## config.mk

```make
export PLATFORM = sky130hd
export DESIGN_NAME = mshr_merge_table
export DESIGN_NICKNAME = d
export VERILOG_FILES = /design/src/rtl/mshr_pkg.sv /design/src/rtl/mshr_entry.sv /design/src/rtl/mshr_lookup.sv /design/src/rtl/mshr_alloc.sv /design/src/rtl/mshr_ready_fifo.sv /design/src/rtl/mshr_merge_table.sv
export SDC_FILE = /design/constraint.sdc
export NUM_CORES = 2
export LEC_CHECK = 0
export CAP_MARGIN = 20
export CORE_MARGIN = 3
export CORE_UTILIZATION = 60
export DETAILED_ROUTE_END_ITERATION = 6
export DONT_BUFFER_PORTS = 1
export PLACE_DENSITY = 0.76
export REMOVE_ABC_BUFFERS = 1
export SYNTH_ARGS = -nofsm -noshare
export SYNTH_HDL_FRONTEND = slang
export SYNTH_SLANG_ARGS = --single-unit
```

## constraint.sdc

```tcl
create_clock -name clk_i -period 11.5 [get_ports clk_i]
set_input_delay 2.3 -clock clk_i [delete_from_list [all_inputs] [get_ports clk_i]]
set_output_delay 2.3 -clock clk_i [all_outputs]
set_load 0.05 [all_outputs]
```

## src/rtl/mshr_pkg.sv

```systemverilog
package mshr_pkg;
  function automatic int idx_w(input int n);
    return (n > 1) ? $clog2(n) : 1;
  endfunction
endpackage

```

## src/rtl/mshr_entry.sv

```systemverilog
module mshr_entry #(
  parameter int ADDR_W    = 32,
  parameter int ID_W      = 8,
  parameter int MAX_MERGE = 4,
  localparam int CNT_W    = $clog2(MAX_MERGE + 1)
) (
  input  logic              clk_i,
  input  logic              rst_ni,
  input  logic              alloc_i,
  input  logic              append_i,
  input  logic [ADDR_W-1:0] addr_i,
  input  logic [ID_W-1:0]   id_i,
  input  logic              atomic_i,
  input  logic              mark_i,
  input  logic              pop_i,
  output logic              valid_o,
  output logic [ADDR_W-1:0] addr_o,
  output logic [CNT_W-1:0]  cnt_o,
  output logic [ID_W-1:0]   head_id_o,
  output logic              ready_o,
  output logic              atomic_o
);
  logic              valid_q, rdy_q, atom_q;
  logic [ADDR_W-1:0] addr_q;
  logic [CNT_W-1:0]  cnt_q, base, cnt_n;
  logic [ID_W-1:0]   ids_q [MAX_MERGE];
  logic [ID_W-1:0]   ids_n [MAX_MERGE];

  // pop shifts the list down, append lands right after the surviving tail
  always_comb begin
    ids_n = ids_q;
    base  = cnt_q;
    if (pop_i) begin
      for (int i = 0; i < MAX_MERGE - 1; i++) ids_n[i] = ids_q[i+1];
      base = cnt_q - CNT_W'(1);
    end
    if (append_i) begin
      for (int i = 0; i < MAX_MERGE; i++)
        if (CNT_W'(i) == base) ids_n[i] = id_i;
    end
    cnt_n = base + CNT_W'(append_i);
  end

  always_ff @(posedge clk_i or negedge rst_ni) begin
    if (!rst_ni) begin
      valid_q <= 1'b0;
      rdy_q   <= 1'b0;
      atom_q  <= 1'b0;
      addr_q  <= '0;
      cnt_q   <= '0;
      for (int i = 0; i < MAX_MERGE; i++) ids_q[i] <= '0;
    end else if (alloc_i) begin
      valid_q  <= 1'b1;
      rdy_q    <= 1'b0;
      atom_q   <= atomic_i;
      addr_q   <= addr_i;
      cnt_q    <= CNT_W'(1);
      ids_q[0] <= id_i;
    end else if (valid_q) begin
      ids_q <= ids_n;
      cnt_q <= cnt_n;
      if (cnt_n == '0) begin
        valid_q <= 1'b0;
        rdy_q   <= 1'b0;
        atom_q  <= 1'b0;
      end else begin
        if (mark_i)                rdy_q  <= 1'b1;
        if (append_i && atomic_i)  atom_q <= 1'b1;
      end
    end
  end

  assign valid_o   = valid_q;
  assign addr_o    = addr_q;
  assign cnt_o     = cnt_q;
  assign head_id_o = ids_q[0];
  assign ready_o   = rdy_q;
  assign atomic_o  = atom_q;

  a_r4_no_overflow: assert property (@(posedge clk_i) disable iff (!rst_ni)
    cnt_q <= CNT_W'(MAX_MERGE));
  a_r10_mark_pending: assert property (@(posedge clk_i) disable iff (!rst_ni)
    mark_i |-> (valid_q && !rdy_q));
  a_r7_pop_ready: assert property (@(posedge clk_i) disable iff (!rst_ni)
    pop_i |-> (valid_q && rdy_q));
  a_r8_free_after_last: assert property (@(posedge clk_i) disable iff (!rst_ni)
    (pop_i && cnt_q == CNT_W'(1) && !append_i && !alloc_i) |=> !valid_q);
endmodule

```

## src/rtl/mshr_lookup.sv

```systemverilog
module mshr_lookup #(
  parameter int N      = 8,
  parameter int ADDR_W = 32,
  localparam int IDX_W = mshr_pkg::idx_w(N)
) (
  input  logic              clk_i,
  input  logic              rst_ni,
  input  logic              valid_i [N],
  input  logic [ADDR_W-1:0] addr_i  [N],
  input  logic [ADDR_W-1:0] key_i,
  output logic              hit_o,
  output logic [IDX_W-1:0]  idx_o
);
  logic [N-1:0] match;

  always_comb begin
    hit_o = 1'b0;
    idx_o = '0;
    for (int i = 0; i < N; i++) begin
      match[i] = valid_i[i] && (addr_i[i] == key_i);
      if (match[i]) begin
        hit_o = 1'b1;
        idx_o = IDX_W'(i);
      end
    end
  end

  a_r2_unique_match: assert property (@(posedge clk_i) disable iff (!rst_ni)
    $onehot0(match));
endmodule

```

## src/rtl/mshr_alloc.sv

```systemverilog
module mshr_alloc #(
  parameter int N      = 8,
  localparam int IDX_W = mshr_pkg::idx_w(N),
  localparam int NC_W  = $clog2(N + 1)
) (
  input  logic             valid_i [N],
  output logic             free_o,
  output logic [IDX_W-1:0] free_idx_o,
  output logic [NC_W-1:0]  used_o
);
  always_comb begin
    free_o     = 1'b0;
    free_idx_o = '0;
    used_o     = '0;
    for (int i = N - 1; i >= 0; i--) begin
      if (!valid_i[i]) begin
        free_o     = 1'b1;
        free_idx_o = IDX_W'(i);
      end
      used_o = used_o + NC_W'(valid_i[i]);
    end
  end
endmodule

```

## src/rtl/mshr_ready_fifo.sv

```systemverilog
module mshr_ready_fifo #(
  parameter int DEPTH = 8,
  parameter int W     = 3,
  localparam int PW   = mshr_pkg::idx_w(DEPTH),
  localparam int CW   = $clog2(DEPTH + 1)
) (
  input  logic          clk_i,
  input  logic          rst_ni,
  input  logic          push_i,
  input  logic [W-1:0]  data_i,
  input  logic          pop_i,
  output logic          valid_o,
  output logic [W-1:0]  data_o,
  output logic [CW-1:0] cnt_o
);
  logic [W-1:0]  mem [DEPTH];
  logic [PW-1:0] wr_q, rd_q;
  logic [CW-1:0] cnt_q;

  always_ff @(posedge clk_i or negedge rst_ni) begin
    if (!rst_ni) begin
      wr_q  <= '0;
      rd_q  <= '0;
      cnt_q <= '0;
      for (int i = 0; i < DEPTH; i++) mem[i] <= '0;
    end else begin
      if (push_i) begin
        mem[wr_q] <= data_i;
        wr_q      <= (wr_q == PW'(DEPTH - 1)) ? '0 : wr_q + PW'(1);
      end
      if (pop_i) rd_q <= (rd_q == PW'(DEPTH - 1)) ? '0 : rd_q + PW'(1);
      cnt_q <= cnt_q + CW'(push_i) - CW'(pop_i);
    end
  end

  assign valid_o = (cnt_q != '0);
  assign data_o  = mem[rd_q];
  assign cnt_o   = cnt_q;

  a_r6_no_overflow: assert property (@(posedge clk_i) disable iff (!rst_ni)
    (push_i && !pop_i) |-> (cnt_q < CW'(DEPTH)));
  a_r7_no_underflow: assert property (@(posedge clk_i) disable iff (!rst_ni)
    pop_i |-> (cnt_q != '0));
endmodule

```

## src/rtl/mshr_merge_table.sv

```systemverilog
module mshr_merge_table #(
  parameter int N_ENTRIES = 8,
  parameter int MAX_MERGE = 4,
  parameter int ADDR_W    = 32,
  parameter int ID_W      = 8
) (
  input  logic              clk_i,
  input  logic              rst_ni,
  input  logic [ADDR_W-1:0] req_addr_i,
  output logic              probe_hit_o,
  output logic              full_o,
  input  logic              add_i,
  input  logic [ID_W-1:0]   add_id_i,
  input  logic              add_atomic_i,
  input  logic              fill_i,
  input  logic [ADDR_W-1:0] fill_addr_i,
  output logic              fill_err_o,
  output logic              fill_atomic_o,
  output logic              ready_o,
  input  logic              pop_i,
  output logic [ADDR_W-1:0] pop_addr_o,
  output logic [ID_W-1:0]   pop_id_o,
  output logic              pop_last_o
);
  localparam int IDX_W = mshr_pkg::idx_w(N_ENTRIES);
  localparam int CNT_W = $clog2(MAX_MERGE + 1);
  localparam int NC_W  = $clog2(N_ENTRIES + 1);

  logic              e_valid [N_ENTRIES];
  logic [ADDR_W-1:0] e_addr  [N_ENTRIES];
  logic [CNT_W-1:0]  e_cnt   [N_ENTRIES];
  logic [ID_W-1:0]   e_head  [N_ENTRIES];
  logic              e_rdy   [N_ENTRIES];
  logic              e_atom  [N_ENTRIES];
  logic [N_ENTRIES-1:0] e_alloc, e_append, e_mark, e_pop;

  logic             req_hit, fill_hit, free_any;
  logic [IDX_W-1:0] req_idx, fill_idx, free_idx, q_idx;
  logic [NC_W-1:0]  used;
  logic [NC_W-1:0]  q_cnt;
  logic             q_valid, add_ok, fill_ok, pop_ok, q_pop;
  logic             fill_err_q, fill_atom_q;

  mshr_lookup #(.N(N_ENTRIES), .ADDR_W(ADDR_W)) u_req_lookup (
    .clk_i, .rst_ni, .valid_i(e_valid), .addr_i(e_addr),
    .key_i(req_addr_i), .hit_o(req_hit), .idx_o(req_idx));

  mshr_lookup #(.N(N_ENTRIES), .ADDR_W(ADDR_W)) u_fill_lookup (
    .clk_i, .rst_ni, .valid_i(e_valid), .addr_i(e_addr),
    .key_i(fill_addr_i), .hit_o(fill_hit), .idx_o(fill_idx));

  mshr_alloc #(.N(N_ENTRIES)) u_alloc (
    .valid_i(e_valid), .free_o(free_any), .free_idx_o(free_idx), .used_o(used));

  assign probe_hit_o = req_hit;
  assign full_o = req_hit ? (e_cnt[req_idx] == CNT_W'(MAX_MERGE)) : !free_any;
  assign add_ok  = add_i && !full_o;
  assign fill_ok = fill_i && fill_hit && !e_rdy[fill_idx];
  assign pop_ok  = pop_i && q_valid;

  for (genvar i = 0; i < N_ENTRIES; i++) begin : g_entry
    assign e_alloc[i]  = add_ok && !req_hit && (free_idx == IDX_W'(i));
    assign e_append[i] = add_ok && req_hit && (req_idx == IDX_W'(i));
    assign e_mark[i]   = fill_ok && (fill_idx == IDX_W'(i));
    assign e_pop[i]    = pop_ok && (q_idx == IDX_W'(i));

    mshr_entry #(.ADDR_W(ADDR_W), .ID_W(ID_W), .MAX_MERGE(MAX_MERGE)) u_entry (
      .clk_i, .rst_ni,
      .alloc_i(e_alloc[i]), .append_i(e_append[i]),
      .addr_i(req_addr_i), .id_i(add_id_i), .atomic_i(add_atomic_i),
      .mark_i(e_mark[i]), .pop_i(e_pop[i]),
      .valid_o(e_valid[i]), .addr_o(e_addr[i]), .cnt_o(e_cnt[i]),
      .head_id_o(e_head[i]), .ready_o(e_rdy[i]), .atomic_o(e_atom[i]));
  end

  // queue slot retires only when the entry actually empties
  assign q_pop = pop_ok && pop_last_o && !e_append[q_idx];

  mshr_ready_fifo #(.DEPTH(N_ENTRIES), .W(IDX_W)) u_ready_q (
    .clk_i, .rst_ni, .push_i(fill_ok), .data_i(fill_idx), .pop_i(q_pop),
    .valid_o(q_valid), .data_o(q_idx), .cnt_o(q_cnt));

  assign ready_o    = q_valid;
  assign pop_addr_o = e_addr[q_idx];
  assign pop_id_o   = e_head[q_idx];
  assign pop_last_o = (e_cnt[q_idx] == CNT_W'(1));

  always_ff @(posedge clk_i or negedge rst_ni) begin
    if (!rst_ni) begin
      fill_err_q  <= 1'b0;
      fill_atom_q <= 1'b0;
    end else begin
      fill_err_q  <= fill_i && !fill_ok;
      fill_atom_q <= fill_ok && e_atom[fill_idx];
    end
  end

  assign fill_err_o    = fill_err_q;
  assign fill_atomic_o = fill_atom_q;

  a_r6_queue_bound: assert property (@(posedge clk_i) disable iff (!rst_ni)
    q_cnt <= used);
  a_r7_ready_live: assert property (@(posedge clk_i) disable iff (!rst_ni)
    ready_o |-> (e_valid[q_idx] && e_rdy[q_idx]));
  a_r5_merge_keeps_count: assert property (@(posedge clk_i) disable iff (!rst_ni)
    (add_ok && req_hit && !pop_ok) |=> (used == $past(used)));
  a_r3_refuse_when_full: assert property (@(posedge clk_i) disable iff (!rst_ni)
    (add_i && !req_hit && used == NC_W'(N_ENTRIES)) |=> (used == NC_W'(N_ENTRIES)) || $past(pop_ok));
endmodule

```

==> run_results.csv <==
group,metric,value,unit
setup_path,crit_arrival,6.00,ns
flow_run,drv_cap,0,
floorplanning,rows,91,
yosys,netlist.area_leader.share,39.6,%
setup_path,endpoint_kind,"output port",
outcome,status,"complete, no violations",
setup_path,cp-start-kind,"input pin",
global_route,track_usage,46.3,%
clock_network,htreeDepth,3,
placement,hpwl,108,mm
timing,grt_setup_unrepaired,"no",
yosys,avgSynthCellArea,8.58,um2
yosys,synth_top_area_cell,"dfrtp_1",
floorplanning,initial_core_util,60.8,%
clock_network,cts_buffers,67,
timing,finalMaxSlewViolations,0,
global_route,grt_start_max_net_pins,597,
power_and_ir_drop,swShare,41.8,%
timing,timing.hold.ws,0.470,ns
routing,routed_wl,155,mm
floorplanning,core,61800,um2
global_route,grt_pass1_wl,224,mm
setup_path,crit_type,"input pin to output port",
clock_network,cts_root_buf,"clkbuf_16",
routing,viasPerCell,6.88,
layout,stdcell_count,5049,
floorplanning,pin_count,124,
timing,setup_tns,0,ns
yosys,synth_area_leaders,"dfrtp_1 40%, nand2_1 11%, xor2_1 6.7%, xnor2_1 5.7%, mux2_2 4.8%",
yosys,synthArstFlopShare,100,%
hold_path,hold_path.class,"register to register",
power_and_ir_drop,pwr-share-comb,32.9,%
yosys,synth_area,37600,um2
yosys,synthFlopType,"dfrtp_1",
floorplanning,die_w,256,um
clock_network,cts_hold_buf,0,
layout,area_delta_synth_final,6.35,%
power_and_ir_drop,p_int,0.00484,W
placement,dp_cells,4918,
timing,period_share,72.1,%
timing,worst_clock_skew,0.0257,ns
routing,avgRoutedWirePerCell,30.8,um
floorplanning,die_area,65700,um2
layout,layout-drive-gt1-share,9.78,%
clock_network,clkSinkCount,596,
power_and_ir_drop,p_per_area,208,nW/um2
power_and_ir_drop,sequentialPowerShare,41.0,%
global_route,antenna_found_initial,4,
routing,drt_first_pass_iters,6,
layout,antenna_cells,0,
global_route,gr-total-overflow,0,
yosys,synth_edf_count,0,
yosys,yosysSeqAreaShare,39.6,%
timing,max-slew-margin-rel,20.2,%
clock_network,cts_tree,"yes",
placement,io_buffers,0,
layout,final_cell_area,40000,um2
global_route,grt_pass1_vias,32200,
yosys,ys_warn_count,0,
routing,drc,0,
setup_path,critPathMaxFanout,18,
power_and_ir_drop,peakVddDrop,0.219,mV
power_and_ir_drop,p_leak,17.7,nW
power_and_ir_drop,switching_power,0.00348,W
routing,final_antenna_net_count,0,
clock_network,clk_latency,0.63,ns
power_and_ir_drop,clockPowerShare,26.2,%
timing,min_period,8.30,ns
timing,hold_violations,0,
floorplanning,fp.dieH,256,um
yosys,ys_ff_latch,596,
power_and_ir_drop,p_total,0.00831,W
timing,worst_pin_slew,1.20,ns
clock_network,postCtsSetupBuffers,0,
placement,place_congestion,1.09,
routing,via_count,34800,
layout,fin_nets,4274,
clock_network,cts_resized,0,
yosys,netlist_instances,4385,
clock_network,clk_pin_slew,0.06,ns
timing,finalSetupViolations,0,
placement,place_area,37600,um2
setup_path,required,9.20,ns
yosys,synth_cell_types,87,
timing,fmax,121,MHz
clock_network,cts_buffer_depth,3,
routing,first_iter_violations,6076,
## power groups by stage
| stage | Sequential [W] | Combinational [W] | Clock [W] |
|---|---|---|---|
| 6_report | 0.00341 | 0.00273 | 0.00218 |
| 5_1_grt | 0.00341 | 0.00291 | 0.00226 |
| 4_1_cts | 0.00332 | 0.00260 | 0.00217 |
| 3_5_place_dp | 0.00335 | 0.00257 | 0 |
| 3_3_place_gp | 0.00335 | 0.00253 | 0 |
| 2_1_floorplan | 0.00300 | 0.00191 | 0 |
## area by class of cell
cell class                 instances  area, um2
clock buffer                      94       1930
clock inverter                    25        273
fill                            5231      21800
inverter                          74        278
multi-input combinational       3374      21100
sequential                       596      14900
tap                              837       1050
timing repair buffer              49        448
## routing by layer
metal | vias up | global-route usage, % | routed length (um)
li1 | 14800 | - | -
met5 | - | 0.731 | 107
met3 | 410 | 18.9 | 24300
met2 | 2632 | 62.0 | 61300
met4 | 6 | 15.1 | 6080
met1 | 16900 | 67.7 | 63600
## placed cells by master (no fill, tap or decap), types with 10 or more instances in the layout
| cell | n |
|---|---|
| a21o_1 | 10 |
| a22o_1 | 29 |
| mux2_4 | 10 |
| a31oi_1 | 12 |
| nand4_1 | 96 |
| nor2b_1 | 20 |
| o211ai_1 | 45 |
| clkbuf_16 | 70 |
| o22ai_1 | 96 |
| a22oi_1 | 49 |
| mux2i_1 | 38 |
| nand2b_1 | 30 |
| and3_1 | 35 |
| xnor2_1 | 246 |
| dfrtp_1 | 595 |
| o21ai_1 | 22 |
| clkinv_2 | 14 |
| o21ai_0 | 132 |
| nor4_1 | 105 |
| a31o_2 | 23 |
| nand2_1 | 1054 |
| xor2_1 | 289 |
| a211oi_1 | 22 |
| mux2_2 | 158 |
| inv_1 | 72 |
| clkbuf_1 | 15 |
| or4_1 | 14 |
| a311oi_1 | 20 |
| ha_1 | 33 |
| nor2_1 | 162 |
| nor3_1 | 37 |
| a221o_1 | 24 |
| a21oi_1 | 125 |
| buf_4 | 36 |
| nand4b_1 | 13 |
| nand3_1 | 251 |
## worst paths after layout
kind	from	end	slack [ns]	depth (start not counted)
max reg2reg	u_ready_q.rd_q[0]	g_entry[2].u_entry.atomic_o	5.47	14
max	req_addr_i[7]	full_o	3.20	9
min in group asynchronous	rst_ni	g_entry[1].u_entry.addr_o[16]	1.38	0
min	g_entry[1].u_entry.atomic_o	g_entry[1].u_entry.atomic_o	0.47	2
max in group asynchronous	rst_ni	g_entry[1].u_entry.addr_o[27]	7.31	3
min reg2reg	g_entry[1].u_entry.atomic_o	g_entry[1].u_entry.atomic_o	0.47	2
## through the flow
| step | worst slack [ns] | util, % |
|---|---|---|
| 2_1_floorplan | -0.489 | - |
| 3_3_place_gp | 3.45 | 60.9 |
| 3_5_place_dp | 3.36 | 60.9 |
| 4_1_cts | 3.33 | 64.5 |
| 5_1_grt | 3.18 | 64.7 |
| 6_report | 3.20 | 64.7 |
## flip-flops by register name (all words and copies together), names as in the netlist, 4 cells and up
| signal | count |
|---|---|
| u_ready_q.mem | 24 |
| g_entry.u_entry.ids_q | 192 |
| g_entry.u_entry.valid_o | 8 |
| g_entry.u_entry.cnt_o | 24 |
| g_entry.u_entry.addr_o | 256 |
| g_entry.u_entry.head_id_o | 64 |
| g_entry.u_entry.ready_o | 8 |
| u_ready_q.cnt_o | 4 |
| g_entry.u_entry.atomic_o | 8 |
## cell families (layout without fill, tap and decap cells)
| kind of cell | count (synthesis) | after routing | synth area share [%] |
|---|---|---|---|
| AO/OA/AOI/OAI | 682 | 682 | 12.0 |
| XOR/XNOR | 535 | 535 | 12.5 |
| adder cells (fa/ha/maj) | 34 | 34 | 1.15 |
| buffers and inverters | 415 | 242 | 4.59 |
| flip-flops | 596 | 596 | 39.6 |
| multiplexers | 216 | 216 | 6.60 |
| AND/OR/NAND/NOR | 1907 | 1907 | 23.5 |
## synthesized netlist by cell type, types with 11 or more instances
library cell,n
a221o_1,24
a22oi_1,49
nor4_1,107
nand4_1,96
nand2_1,1054
o211ai_1,45
buf_1,23
and3_1,37
xnor2_1,246
a22o_1,29
o21ai_0,153
dfrtp_1,596
mux2i_1,41
mux2_2,160
buf_6,11
clkbuf_1,243
a21oi_1,126
nand3_1,252
a211oi_1,22
nand4b_1,13
a31o_2,23
o22ai_1,96
nor2_1,162
xor2_1,289
inv_1,72
a311oi_1,20
a31oi_1,12
ha_1,33
nor2b_1,20
nor3_1,39
buf_2,61
or4_1,14
nand2b_1,30
## worst max-delay path, cell delays in order
cell and delay (ns):
xnor2_1 0.30, nand4_1 0.16, nor4b_1 0.37, nand3_1 0.59, nand2_1 0.45, or3_1 0.63, o2111ai_2 0.25, nor4_4 0.52
or2_2 0.42
Power figures use the tool's default switching activity.
